File: src/rtl/i2cm_pkg.sv
package i2cm_pkg;
  typedef enum logic [2:0] {
    ST_IDLE,
    ST_START,
    ST_BIT,
    ST_TAIL,
    ST_HOLD,
    ST_STOP
  } i2cm_state_e;
endpackage

File: src/rtl/i2cm_qtick.sv
module i2cm_qtick #(
  parameter int W = 8
) (
  input  logic         clk_i,
  input  logic         rst_ni,
  input  logic         en_i,
  input  logic [W-1:0] div_i,
  output logic         tick_o
);
  logic [W-1:0] cnt_q;

  assign tick_o = en_i && (cnt_q == div_i);

  always_ff @(posedge clk_i or negedge rst_ni) begin
    if (!rst_ni)              cnt_q <= '0;
    else if (!en_i || tick_o) cnt_q <= '0;
    else                      cnt_q <= cnt_q + 1'b1;
  end
endmodule

File: src/rtl/i2cm_settle.sv
module i2cm_settle #(
  parameter int CYC = 500
) (
  input  logic clk_i,
  input  logic rst_ni,
  input  logic fire_i,
  output logic open_o
);
  localparam int W = $clog2(CYC + 1);
  logic [W-1:0] cnt_q;

  assign open_o = (cnt_q == '0);

  always_ff @(posedge clk_i or negedge rst_ni) begin
    if (!rst_ni)           cnt_q <= '0;
    else if (fire_i)       cnt_q <= W'(CYC);
    else if (cnt_q != '0)  cnt_q <= cnt_q - 1'b1;
  end
endmodule

File: src/rtl/i2cm_edge.sv
module i2cm_edge #(
  parameter int N = 2
) (
  input  logic         clk_i,
  input  logic         rst_ni,
  input  logic [N-1:0] lvl_i,
  output logic [N-1:0] rise_o
);
  logic [N-1:0] prev_q;

  for (genvar i = 0; i < N; i++) begin : g_bit
    assign rise_o[i] = lvl_i[i] & ~prev_q[i];
  end

  always_ff @(posedge clk_i or negedge rst_ni) begin
    if (!rst_ni) prev_q <= '0;
    else         prev_q <= lvl_i;
  end
endmodule

File: src/rtl/i2cm_byte_engine.sv
module i2cm_byte_engine
  import i2cm_pkg::*;
#(
  parameter int CLK_HZ = 50_000_000,
  parameter int DIV_W  = 8
) (
  input  logic             clk_i,
  input  logic             rst_ni,
  input  logic [DIV_W-1:0] qtr_div_i,
  input  logic             start_i,
  input  logic             stop_i,
  input  logic             rx_i,
  input  logic             ack_sel_i,
  input  logic             buf_wr_i,
  input  logic             buf_rd_i,
  input  logic [7:0]       buf_wdata_i,
  output logic [7:0]       buf_rdata_o,
  input  logic             done_clr_i,
  output logic             done_o,
  output logic             nack_o,
  output logic             busy_o,
  output logic             scl_oe_o,
  output logic             sda_oe_o,
  input  logic             sda_i
);
  // 10 us settle window in system clocks
  localparam int SETTLE_CYC = (CLK_HZ / 100_000 > 0) ? CLK_HZ / 100_000 : 1;

  i2cm_state_e state_q;
  logic [1:0]  ph_q;
  logic [3:0]  bit_q;
  logic [7:0]  sh_q;
  logic        rx_q, scl_low_q, sda_low_q, nack_q, done_q;

  logic [1:0] rise;
  logic       start_rise, stop_rise, tick, settle_open;
  logic       access, take, wr_take, resume, done_set, bit_drive;

  i2cm_edge #(.N(2)) u_edge (
    .clk_i (clk_i),
    .rst_ni(rst_ni),
    .lvl_i ({stop_i, start_i}),
    .rise_o(rise)
  );
  assign start_rise = rise[0];
  assign stop_rise  = rise[1];

  assign busy_o = (state_q != ST_IDLE) && (state_q != ST_HOLD);

  i2cm_qtick #(.W(DIV_W)) u_qtick (
    .clk_i (clk_i),
    .rst_ni(rst_ni),
    .en_i  (busy_o),
    .div_i (qtr_div_i),
    .tick_o(tick)
  );

  assign done_set = (state_q == ST_TAIL) && tick;

  i2cm_settle #(.CYC(SETTLE_CYC)) u_settle (
    .clk_i (clk_i),
    .rst_ni(rst_ni),
    .fire_i(done_set && !done_q),
    .open_o(settle_open)
  );

  assign access  = buf_wr_i | buf_rd_i;
  assign take    = access && settle_open && !busy_o;
  assign wr_take = take && buf_wr_i;
  assign resume  = (state_q == ST_HOLD) && take && start_i;
  // bit 8 is the acknowledge slot
  assign bit_drive = bit_q[3] ? (rx_q & ~ack_sel_i) : (~rx_q & ~sh_q[7]);

  always_ff @(posedge clk_i or negedge rst_ni) begin
    if (!rst_ni) begin
      state_q   <= ST_IDLE;
      ph_q      <= '0;
      bit_q     <= '0;
      sh_q      <= '0;
      rx_q      <= 1'b0;
      scl_low_q <= 1'b0;
      sda_low_q <= 1'b0;
      nack_q    <= 1'b0;
      done_q    <= 1'b0;
    end else begin
      if (done_set)        done_q <= 1'b1;
      else if (done_clr_i) done_q <= 1'b0;
      if (wr_take) sh_q <= buf_wdata_i;
      case (state_q)
        ST_IDLE, ST_HOLD: begin
          if (stop_rise) begin
            state_q   <= ST_STOP;
            ph_q      <= '0;
            scl_low_q <= 1'b1;
          end else if (start_rise && !stop_i) begin
            state_q   <= ST_START;
            ph_q      <= '0;
            sda_low_q <= 1'b0;
            rx_q      <= 1'b0;
          end else if (resume) begin
            state_q <= ST_BIT;
            ph_q    <= '0;
            bit_q   <= '0;
            rx_q    <= rx_i;
          end
        end
        ST_START: if (tick) begin
          ph_q <= ph_q + 2'd1;
          case (ph_q)
            2'd0: scl_low_q <= 1'b0;
            2'd1: sda_low_q <= 1'b1;
            2'd2: scl_low_q <= 1'b1;
            default: begin
              state_q <= ST_BIT;
              bit_q   <= '0;
            end
          endcase
        end
        ST_BIT: if (tick) begin
          ph_q <= ph_q + 2'd1;
          case (ph_q)
            2'd0: sda_low_q <= bit_drive;
            2'd1: scl_low_q <= 1'b0;
            2'd2: begin end
            default: begin
              scl_low_q <= 1'b1;
              bit_q     <= bit_q + 4'd1;
              if (bit_q[3]) begin
                state_q <= ST_TAIL;
                if (!rx_q) nack_q <= sda_i;
              end else begin
                sh_q <= {sh_q[6:0], sda_i};
              end
            end
          endcase
        end
        ST_TAIL: if (tick) begin
          sda_low_q <= 1'b0;
          state_q   <= ST_HOLD;
        end
        ST_STOP: if (tick) begin
          ph_q <= ph_q + 2'd1;
          case (ph_q)
            2'd0: sda_low_q <= 1'b1;
            2'd1: scl_low_q <= 1'b0;
            2'd2: sda_low_q <= 1'b0;
            default: state_q <= ST_IDLE;
          endcase
        end
        default: state_q <= ST_IDLE;
      endcase
    end
  end

  assign buf_rdata_o = sh_q;
  assign done_o      = done_q;
  assign nack_o      = nack_q;
  assign scl_oe_o    = scl_low_q;
  assign sda_oe_o    = sda_low_q;
endmodule

File: config.mk
export PLATFORM = sky130hd
export DESIGN_NAME = i2cm_byte_engine
export DESIGN_NICKNAME = d
export VERILOG_FILES = /design/src/rtl/i2cm_pkg.sv /design/src/rtl/i2cm_qtick.sv /design/src/rtl/i2cm_settle.sv /design/src/rtl/i2cm_edge.sv /design/src/rtl/i2cm_byte_engine.sv
export SDC_FILE = /design/constraint.sdc
export NUM_CORES = 1
export LEC_CHECK = 0
export BUFFER_PORTS_ARGS = -buffer_cell sky130_fd_sc_hd__buf_4
export CORE_ASPECT_RATIO = 1.5
export CORE_UTILIZATION = 25
export DETAILED_ROUTE_END_ITERATION = 16
export PLACE_DENSITY = 0.52
export SLEW_MARGIN = 20
export SYNTH_ARGS = -nofsm -noshare
export SYNTH_HDL_FRONTEND = slang
export SYNTH_SLANG_ARGS = --single-unit
File: constraint.sdc
create_clock -name clk_i -period 6.64 [get_ports clk_i]
set_clock_uncertainty 0.1 [all_clocks]
set_input_delay 0.332 -clock clk_i [delete_from_list [all_inputs] [get_ports clk_i]]
set_output_delay 0.332 -clock clk_i [all_outputs]
set_load 0.03 [all_outputs]
# == Word-level counts from Yosys, hierarchy flattened ==
# Cells that the tools add are included.
# totals
reg_bits,41
in_bits,26
elab_cells,151
output_inout_bits,13
# classes
n_mux,56
reduce_logical,37
eq_ne,30
n_addsub,4
n_bitwise,12
# op_table
op,count
$mux 8,6
$mux 3,11
$ne 2x2->1 const B,16
$mux 4,7
$mux 1,18
$mux 9,2
$reduce_and 8->1,2
$pmux 3 s5,1
$pmux 4 s3,1
$logic_and 1x1->1,10
$reduce_and 10->1,1
$logic_not 9->1,1
$ne 3x3->1 const B,3
$reduce_and 9->1,1
$reduce_bool 9->1,1
$sub 9x1->9 const B,1
$add 8x1->8 const B,1
$eq 8x8->1,1
$mux 2,4
$reduce_bool 2->1,4
$not 1->1,7
$eq 3x2->1 const B,2
$eq 3x3->1 const B,2
$pmux 1 s2,3
23 further kinds,33

# == Logic depth before layout (Yosys ltp) ==
# Gate-level depths: netlist of run 1.
# logic_depth
depth_word,10
ltp_mapped,7

# == Cells and area by module ==
# A second synthesis of run 1 with hierarchy kept.
# unflattened
cells_unflattened,245
hier_area_um2,2422.3
# by_module_without_submodules
module,area_per_inst_um2,instances,cells_per_inst,seq_area_each_um2
i2cm_byte_engine,1376.3,1,148,550.5
i2cm_qtick,500.5,1,46,200.2
i2cm_settle,467.9,1,47,225.2
i2cm_edge,77.6,1,4,50.0

# == Worst setup path after synthesis of run 1 ==
# OpenSTA, ideal clock, no wires.
# synth_timing
path_kind,register to register
startpoint,register u_settle.cnt_q[0]
endpoint,register state_q[0]
t_arrival_ns,1.896
synth_period_minus_slack_ns,2.121
path_stages_with_launch,8
path_slack_ns,4.519
cell_sequence,dfrtp_1 inv_1 ha_1 nor4b_1 and4_1 o22ai_1 a21oi_1 mux2_2
# synth_between
elab_chain_cells,7
# synth_lines
element,line_no,text
start: declaration,i2cm_settle.sv:10,logic [W-1:0] cnt_q;
start signal: assignment,i2cm_settle.sv:16,else if (fire_i) cnt_q <= W'(CYC);
start signal: assignment,i2cm_settle.sv:17,else if (cnt_q != '0) cnt_q <= cnt_q - 1'b1;
$logic_not 9->1,i2cm_settle.sv:12,assign open_o = (cnt_q == '0);
$logic_and 1x1->1 (2 in a row),i2cm_byte_engine.sv:68,assign take = access && settle_open && !busy_o;
$logic_and 1x1->1 (2 in a row),i2cm_byte_engine.sv:70,assign resume = (state_q == ST_HOLD) && take && start_i;
$ne 4x4->1 (no line),-,
$reduce_and 9->1 (no line),-,
end signal: assignment,i2cm_byte_engine.sv:76,state_q <= ST_IDLE;
end signal: assignment,i2cm_byte_engine.sv:92,state_q <= ST_STOP;
end signal: assignment,i2cm_byte_engine.sv:96,state_q <= ST_START;
end: declaration,i2cm_byte_engine.sv:29,i2cm_state_e state_q;
# No other way between the ends.
# A chain may end at the register's enable or synchronous reset.

# == Worst setup path in the final report of run 1 ==
# layout_timing
startpoint,register state_q[0]
endpoint,register bit_q[3]
# layout_between
elab_chain_cells,8
word_cells_on_any_way,23
classes_between,eq/ne (11); mux (1); reduce/logical (11)
# layout_lines
element,line_no,text
$ne 3x3->1 / $reduce_bool 3->1 (equally long branches),i2cm_byte_engine.sv:48,assign busy_o = (state_q != ST_IDLE) && (state_q != ST_HOLD);
$logic_and 1x1->1,i2cm_byte_engine.sv:48,
$logic_not 1->1,i2cm_byte_engine.sv:68,
$logic_and 1x1->1,i2cm_byte_engine.sv:68,
$logic_and 1x1->1 (2 in a row),i2cm_byte_engine.sv:70,
$ne 2x2->1 (no line),-,
$reduce_and 8->1 (no line),-,
end signal: assignment,i2cm_byte_engine.sv:127,bit_q <= bit_q + 4'd1;
end: declaration,i2cm_byte_engine.sv:31,logic [3:0] bit_q;
# Parallel ways exist; a longest one is shown, timed or not.

==> results of run 1 <==
==> stage by stage <==
stage | util [%] | hold slack, ns | total power (µW) | setup slack [ns]
after floorplan | - | -0.0636 | 550 | 4.52
after global placement | 30.6 | 0.259 | 636 | 4.13
after detailed placement | 30.6 | 0.262 | 636 | 4.12
after CTS | 32.4 | 0.0704 | 889 | 4.10
after global routing | 32.4 | 0.0694 | 934 | 3.93
final | 32.4 | 0.0754 | 879 | 4.13
==> path summary, 6_finish.rpt <==
| kind | to | depth (start not counted) |
|---|---|---|
| hold / removal | u_edge.prev_q[0]$_DFF_PN0_ | 1 |
| setup / recovery | bit_q[3]$_DFFE_PN0P_ | 5 |
| max in group asynchronous | sda_oe_o$_DFFE_PN0P_ | 2 |
| min in group asynchronous | u_qtick.cnt_q[4]$_DFF_PN0_ | 2 |
| hold reg to reg | nack_o$_DFFE_PN0P_ | 1 |
| setup reg to reg | bit_q[3]$_DFFE_PN0P_ | 5 |
==> layout make-up <==
type	count	area share (%)
Multi-Input combinational cell	184	43.2
Sequential cell	41	35.3
Timing Repair Buffer	39	10.1
Clock buffer	6	4.77
Tap cell	110	4.73
Inverter	11	1.42
Clock inverter	2	0.473
==> routing by layer <==
layer	global-route usage, %	up-vias
met1	13.8	893
met2	20.7	31
met5	0	-
met4	4.69	0
met3	2.04	6
li1	-	952
==> state kept, by name (all words and copies together), names as in the netlist <==
name / count
rx_q: 1
sda_oe_o: 1
state_q: 3
u_qtick.cnt_q: 8
u_edge.prev_q: 2
u_settle.cnt_q: 9
scl_oe_o: 1
bit_q: 4
nack_o: 1
ph_q: 2
buf_rdata_o: 8
done_o: 1
==> cells in the mapped netlist (all sizes together), types with 4 or more instances <==
library cell  number
dfrtp             41
nor2              29
o21ai              4
clkbuf             4
inv               11
mux2i             11
o22ai              4
nand4              5
nor2b              4
nand2             16
o211ai             4
nand3             10
nand2b             5
xor2              17
a31oi              5
mux2               4
or3                4
a21oi             17
ha                 8
==> power by group through the flow <==
stage	clock network, µW	registers, µW	logic, µW
after detailed placement	0	360	276
after global placement	0	361	275
after global routing	263	365	306
after CTS	257	356	277
after floorplan	0	343	206
final	247	357	274
==> critical path, cell delays in order, from the launching register on <==
cell and delay (ns):
dfrtp_1 0.55, or3b_1 0.56, nor2_1 0.13, nand4_1 0.52, o2bb2a_1 0.51, o21ai_0 0.07
==> cells in the final DEF, fill, tap and decap left out, types with 8 or more instances in the layout <==
cell,n
dfrtp_1,41
buf_4,38
ha_1,8
mux2i_1,11
inv_1,11
xor2_1,17
nor2_1,28
a21oi_1,17
nand2_1,16
nand3_1,10
==> logic make-up after synthesis <==
| logic type | count (synthesis) | share of synthesized area [%] |
|---|---|---|
| buffers and inverters | 16 | 2.61 |
| and+or+nand+nor | 93 | 21.8 |
| AOI/OAI and AO/OA | 49 | 13.9 |
| DFF | 41 | 43.8 |
| adders and majority gates | 8 | 4.27 |
| xor gates and xnor gates | 19 | 7.10 |
| muxes | 15 | 6.62 |
==> reports/metrics.csv, run 1 <==
metric,value,unit
yosysSeqAreaShare,43.8,%
grt_use_total,11.8,%
power.switching,319,µW
synthArstFlopShare,100,%
critPathLaunch,state_q[0]$_DFFE_PN0P_,
initialDrtViolationCount,78,
synth_top_area_share,43.8,%
areaGrowthSynthToFinish,24.1,%
insertion_delay,0.28,ns
combPwrFrac,31.2,%
wl_met1,2310,µm
die_x,81.1,µm
cts_resized,0,
cts-root-buf,clkbuf_16,
critPathMaxFanout,17,
diodes,0,
postCtsSetupBuffers,0,
power_density,302,mW/mm²
start_kind,flop,
yosys.cell_types.count,46,
regArea,0.00103,mm²
clkPwrFrac,28.2,%
rsz0062_at_grt,no,
gp_congestion,0.778,
internal_power,559,µW
end_kind,flop,
wl_per_cell,13.5,µm
syn_area_per_cell,9.73,µm²
min_period,2.51,ns
fp.dieH,121,µm
crit_type,reg -> reg,
dr.max_layer_used,met4,
fin_crit_sh,37.8,%
stdcell_area,0.00291,mm²
dp_cells,384,
dr.pass1.iters,4,
hpwl,4010,µm
synth_edf_count,0,
rows,42,
yosys_warnings,0,
outcome,"finished, final reports clean",
viasPerCell,4.79,
layout.nets,316,
synthTopCellsByArea,"dfrtp_1, xor2_1, mux2i_1",
synth_top_cell_by_area,dfrtp_1,
fillers,917,
hold_viol,0,
crit_arrival,2.61,ns
required,6.75,ns
maxSlewHeadroom,57.7,%
ys.flop_type,dfrtp_1,
max_clock_freq,399,MHz
cts_hold_buf,1,
drcViolationCount,0,
setup_viol,0,
grt_first_pass_wirelength,8830,µm
worstHoldStart,start_i,
port_buffers,38,
placed_area,0.00275,mm²
grt_antenna_before_repair,0,
drive_above_1_share,19.8,%
fin_setup_tns,0,ns
r2r_start,state_q[0]$_DFFE_PN0P_,
grt-ovfl-total,0,
dr_wl_met2,2770,µm
coreArea,0.00899,mm²
p_leak,0.00138,µW
p_sw_share,36.3,%
grt_start_max_net_pins,42,
syn-num-nets,275,
initial_core_util,26.1,%
ant_nets,0,
io_pins,39,
drv_cap,0,
grt_pass1_vias,1863,
clkSinkCount,41,
hold_class,in -> reg,
max-vdd-ir-drop,0.118,mV
pwr-share-seq,40.6,%
wirelength,5310,µm
cts_tree,done,
synth_seq_cells,41,
htree_levels,2,
clk_pin_slew,0.06,ns
final_cells,393,
drv_slew,0,
multi_input_area,0.00126,mm²
synth_area,0.00234,mm²
cts_buffers,5,
worst_slew_pin_slew,0.632,ns
wl_met3,149,µm
syn_inst,241,
cts_buffer_depth,2,
vias,1882,
dieArea,0.00978,mm²
rrSetupSlack,4.13,ns
(Power assumes the default switching activity.)
==> run 2, diff against run 1 <==
Clock period 6.64 ns to 2.55 ns, I/O delays scaled along.
==> run 2 against run 1 <==
  * Power grew to 2.6 times the previous value
  * Critical path type unchanged
  * Flip-flop and latch count unchanged
  * Highest routed layer unchanged
  * Routed wire length is 1.4% higher
==> reports/metrics.csv, run 2 (same netlist as run 1, synthesis figures left out) <==
metric,value,unit,change
outcome,"finished, final reports clean",,
diodes,0,,unchanged
required,2.62,ns,-4.13 ns
rrSetupSlack,0.26,ns,-3.87 ns
initialDrtViolationCount,110,,+41%
r2r_start,u_settle.cnt_q[0]$_DFFE_PN0P_,,
final_cell_mix,"buf_4, dfrtp_1, nor2_1, xor2_1, a21oi_1",,
coreArea,0.00899,mm²,unchanged
crit_chain,inv_1 -> ha_1 -> nor4b_1 -> and4_1 -> o22ai_1 -> a21oi_1 -> mux2_2,,
holdPathStages,2,,+1
grt_antenna_before_repair,0,,unchanged
max_clock_freq,437,MHz,+9.6%
grt-ovfl-total,0,,unchanged
setup_ws,0.260,ns,-3.87 ns
setup_viol,0,,unchanged
dieArea,0.00978,mm²,unchanged
htree_levels,2,,unchanged
ant_nets,0,,unchanged
cts_buffers,5,,unchanged
end_kind,flop,,
drcViolationCount,0,,unchanged
drv_slew,0,,unchanged
port_buffers,38,,unchanged
insertion_delay,0.28,ns,about the same
power_density,775,mW/mm²,+160%
fin_crit_sh,89.8,%,+52 points
cp_slowest_stage_delay,0.41,ns,-0.15 ns
hpwl,4120,µm,+2.8%
cts_tree,done,,
critPathMaxFanout,5,,-12
cts-root-buf,clkbuf_16,,
fp.dieH,121,µm,unchanged
dr.pass1.iters,4,,unchanged
critical_path.n_buffers_inverters,1,,+1
fin_setup_tns,0,ns,unchanged
grt_pass1_vias,1996,,+7.1%
cts_resized,0,,unchanged
clkSinkCount,41,,unchanged
die_x,81.1,µm,unchanged
drive_above_1_share,20.9,%,+1.1 points
viasPerCell,4.86,,+1.5%
areaGrowthSynthToFinish,27.4,%,
max_flop_register,u_settle.cnt_q,,
worstHoldStart,rx_i,,
io_pins,39,,unchanged
largest_register_ffs,9,,unchanged
r2r_end,state_q[2]$_DFFE_PN0P_,,
p_leak,0.00142,µW,+2.9%
grt_start_max_net_pins,42,,unchanged
critical-path-top-delay-family,simple AND/OR/NAND/NOR gates,,
worst_slew_pin_slew,0.531,ns,-0.101 ns
dp_slack,0.266,ns,-3.85 ns
drv_cap,0,,unchanged
min_to,rx_q$_DFFE_PN0P_,,
max-vdd-ir-drop,0.395,mV,+240%
start_kind,flop,,
ff2ff_path_depth,7,,+2
initial_core_util,26.1,%,unchanged
hold_viol,0,,unchanged
hold_class,in -> reg,,
clk_pin_slew,0.06,ns,about the same
grt_first_pass_wirelength,9200,µm,+4.2%
final_common_cell,buf_4,,
maxSlewHeadroom,64.5,%,+6.8 points
cp_slowest_cell,dfrtp_1,,
wirelength,5380,µm,+1.4%
rsz0062_at_grt,no,,
grt_use_total,12.2,%,+0.43 points
crit_arrival,2.36,ns,-0.25 ns
wl_per_cell,13.4,µm,-0.91%
gp_congestion,0.799,,+2.7%
layout.nets,325,,+2.8%
vias,1954,,+3.8%
crit_type,reg -> reg,,
rows,42,,unchanged
cts_buffer_depth,2,,unchanged
min_period,2.29,ns,-0.219 ns
==> run 2: metrics by stage <==
| stage | area (µm²) | utilization, % | std cells | power [µW] | hold WS, ns |
|---|---|---|---|---|---|
| after global routing | 2990 | 33.2 | 402 | 2470 | 0.0206 |
| after floorplan | 2340 | - | 241 | 1430 | -0.268 |
| after CTS | 2990 | 33.2 | 402 | 2340 | 0.0181 |
| final | 2990 | 33.2 | 402 | 2320 | 0.0129 |
| after detailed placement | 2790 | 31.0 | 389 | 1670 | 0.0551 |
| after global placement | 2790 | 31.0 | 389 | 1680 | 0.0510 |
==> run 2: worst max path at each step <==
stage / from / to / slack [ns] / cells after the start
after floorplan: u_settle.cnt_q[0]$_DFFE_PN0P_ / state_q[0]$_DFFE_PN0P_ / 0.43 / 7
after global placement: u_qtick.cnt_q[0]$_DFF_PN0_ / nack_o$_DFFE_PN0P_ / 0.30 / 5
after detailed placement: u_settle.cnt_q[0]$_DFFE_PN0P_ / state_q[2]$_DFFE_PN0P_ / 0.27 / 7
after CTS: u_settle.cnt_q[0]$_DFFE_PN0P_ / state_q[2]$_DFFE_PN0P_ / 0.25 / 7
after global routing: u_settle.cnt_q[0]$_DFFE_PN0P_ / state_q[2]$_DFFE_PN0P_ / 0.04 / 7
final: u_settle.cnt_q[0]$_DFFE_PN0P_ / state_q[2]$_DFFE_PN0P_ / 0.26 / 7
==> run 2: what timing repair did <==
action	CTS	global route
hold buffers	5	0
buffers inserted	0	0
hold endpoints to repair	46	0
==> run 2: final cells by class <==
type | instances | area [µm²]
sequential | 41 | 1030
clock inverter | 2 | 13.8
tap | 110 | 138
multi-input combinational | 184 | 1260
fill | 933 | 6000
timing repair buffer | 48 | 373
clock buffer | 6 | 139
inverter | 11 | 41.3
==> run 2: routing by layer <==
layer	GRT usage (%)	vias to the layer above	routed length (µm)
met3	2.04	10	223
met1	13.7	934	2180
met2	22.2	38	2850
met5	0	-	0
met4	4.69	0	123
li1	-	972	-
==> run 2: worst reg2reg max path: stages (launching register included) <==
cell and delay, ns:
dfrtp_1 0.41, inv_1 0.09, ha_1 0.18, nor4b_1 0.32, and4_1 0.36, o22ai_1 0.10
a21oi_1 0.24, mux2_2 0.37
==> run 2: where the power goes <==
part           internal, µW  switching, µW  total (µW)
registers               757            152         908
clock network           389            258         647
logic                   329            431         760
total                  1470            840        2320
==> run 3, diff against run 2 <==
Settings changed: CORE_ASPECT_RATIO 1.5 to unset, CORE_UTILIZATION 25 to 40, PLACE_DENSITY 0.52 to 0.7.
==> run 3 against run 2 <==
  * Sequential share of layout area up 0.60 points
  * Setup slack worse by 0.045 ns
  * Count of clock-buffer cells in the layout up 1
  * Core utilization up 19 points
  * Critical path depth unchanged
  * Routed wire length down 8.5%
  * Global-route usage up 5.4 points
  * Clock power down 18%
  * Via count down 1.8%
  * Die area down 37%
  * Maximum frequency down 1.9%
  * Sequential power down 2%
  * Largest power group unchanged
==> reports/metrics.csv, run 3 (same netlist as run 1, synthesis figures left out) <==
metric,value,unit,change
diodes,0,,unchanged
drv_slew,0,,unchanged
layout.nets,329,,+1.2%
max_clock_freq,428,MHz,-1.9%
setup_viol,0,,unchanged
clkPwrFrac,24.1,%,-3.9 points
crit_arrival,2.41,ns,+0.05 ns
grt_use_total,17.6,%,+5.4 points
p_sw_share,35.9,%,-0.35 points
clkSinkCount,41,,unchanged
critPathMaxFanout,5,,unchanged
fp.dieH,78.6,µm,-35%
insertion_delay,0.29,ns,about the same
grt-ovfl-total,0,,unchanged
stdcell_area,0.00294,mm²,-1.7%
max_flop_register,u_settle.cnt_q,,
ff2ff_path_depth,7,,unchanged
rows,27,,-36%
rsz0062_at_grt,no,,
max-vdd-ir-drop,0.338,mV,-15%
areaGrowthSynthToFinish,25.2,%,
power_density,754,mW/mm²,-2.8%
dieArea,0.00617,mm²,-37%
hpwl,3640,µm,-12%
cts_buffer_depth,2,,unchanged
end_kind,flop,,
min_period,2.33,ns,+0.0452 ns
dr.pass1.iters,4,,unchanged
coreArea,0.00557,mm²,-38%
io_pins,39,,unchanged
cts_tree,done,,
wirelength,4920,µm,-8.5%
wl_per_cell,13.4,µm,about the same
outcome,"finished, final reports clean",,
clk_pin_slew,0.08,ns,+0.02 ns
grt_pass1_vias,1830,,-8.3%
required,2.63,ns,about the same
grt_antenna_before_repair,0,,unchanged
viasPerCell,5.21,,+7.3%
start_kind,flop,,
dp_slack,0.276,ns,+0.00927 ns
p_leak,0.00143,µW,+0.11%
postCtsSetupBuffers,0,,unchanged
ant_nets,0,,unchanged
power.switching,795,µW,-5.4%
holdPathStages,3,,+1
maxSlewHeadroom,64.5,%,about the same
drv_cap,0,,unchanged
pwr-share-seq,40.4,%,+1.2 points
hold_viol,0,,unchanged
cp_slowest_cell,dfrtp_1,,
cts-root-buf,clkbuf_8,,
cp_slowest_stage_delay,0.42,ns,about the same
worst_slew_pin_slew,0.531,ns,-0.000286 ns
initial_core_util,42.1,%,+16 points
gp_congestion,0.864,,+8.1%
hold_class,in -> reg,,
port_buffers,38,,unchanged
crit_chain,inv_1 -> ha_1 -> nor4b_1 -> and4_1 -> o22ai_1 -> a21oi_1 -> mux2_2,,
initialDrtViolationCount,133,,+21%
die_x,78.6,µm,-3.1%
final_cell_mix,"buf_4, dfrtp_1, nor2_1, xor2_1, a21oi_1",,
grt_start_max_net_pins,42,,unchanged
cts_buffers,5,,unchanged
drcViolationCount,0,,unchanged
drive_above_1_share,21.3,%,+0.39 points
placed_area,0.00276,mm²,-0.90%
grt_first_pass_wirelength,8470,µm,-7.9%
largest_register_ffs,9,,unchanged
fin_crit_sh,91.6,%,+1.8 points
combPwrFrac,35.5,%,+2.7 points
vias,1919,,-1.8%
fin_setup_tns,0,ns,unchanged
internal_power,1420,µW,-3.9%
crit_type,reg -> reg,,
setup_ws,0.215,ns,-0.0452 ns
htree_levels,2,,unchanged
final_common_cell,buf_4,,
==> run 3: cell types whose count changed in the layout (fill, tap and decap cells not counted), sizes merged <==
cell         delta
buf             +3
clkbuf          +1
clkinv          -2
bufinv          +1
dlygate4sd3     +1
==> run 3: worst paths after layout <==
check                                              start                         end  slack, ns
setup / recovery           u_settle.cnt_q[0]$_DFFE_PN0P_      state_q[2]$_DFFE_PN0P_       0.22
max in group asynchronous                         rst_ni    buf_rdata_o[7]$_DFF_PN0_       1.75
setup reg to reg           u_settle.cnt_q[0]$_DFFE_PN0P_      state_q[2]$_DFFE_PN0P_       0.22
min in group asynchronous                         rst_ni  u_qtick.cnt_q[2]$_DFF_PN0_       0.25
hold reg to reg                       nack_o$_DFFE_PN0P_          nack_o$_DFFE_PN0P_       0.40
hold / removal                            buf_wdata_i[3]    buf_rdata_o[3]$_DFF_PN0_       0.03
==> run 3: power groups by stage <==
stage	registers, µW	logic, µW	clock network (µW)
2_1_floorplan	894	537	0
3_3_place_gp	901	763	0
3_5_place_dp	903	772	0
4_1_cts	892	786	547
5_1_grt	916	873	580
6_report	894	787	533
==> run 3: repair_timing <==
action | 4_1_cts | 5_1_grt
resized for setup | 0 | 0
hold buffers | 6 | 0
hold endpoints to repair | 47 | 0
==> run 3: critical path, delay by kind of cell, from the launching register on <==
kind	cells	cell delay, ns
simple gates	2	0.69
flops	1	0.42
buf+inv	1	0.10
fa+ha+maj	1	0.18
mux	1	0.37
compound gates	2	0.35
==> run 3: layout make-up <==
type                       count  area (µm²)
inverter                      11        41.3
tap                           72        90.1
clock inverter                 1        30.0
clock buffer                   7        86.3
timing repair buffer          52         405
multi-input combinational    184        1260
fill                         517        2640
sequential                    41        1030
==> run 3: metrics by stage <==
| stage | util, % | cells | total power (µW) | hold WS [ns] |
|---|---|---|---|---|
| 6_report | 52.7 | 368 | 2210 | 0.0309 |
| 5_1_grt | 52.7 | 368 | 2370 | 0.0389 |
| 4_1_cts | 52.7 | 368 | 2230 | 0.0299 |
| 3_5_place_dp | 49.5 | 354 | 1680 | 0.0368 |
| 3_3_place_gp | 49.5 | 354 | 1660 | 0.0400 |
| 2_1_floorplan | - | 241 | 1430 | -0.268 |
==> run 3: metal layers <==
metal	up-vias	track usage [%]	part of all wire [%]
met5	-	0	0
met4	0	6.67	1.6
met3	7	3.26	3.6
met2	32	29.3	48
met1	907	22.5	46
li1	973	-	-
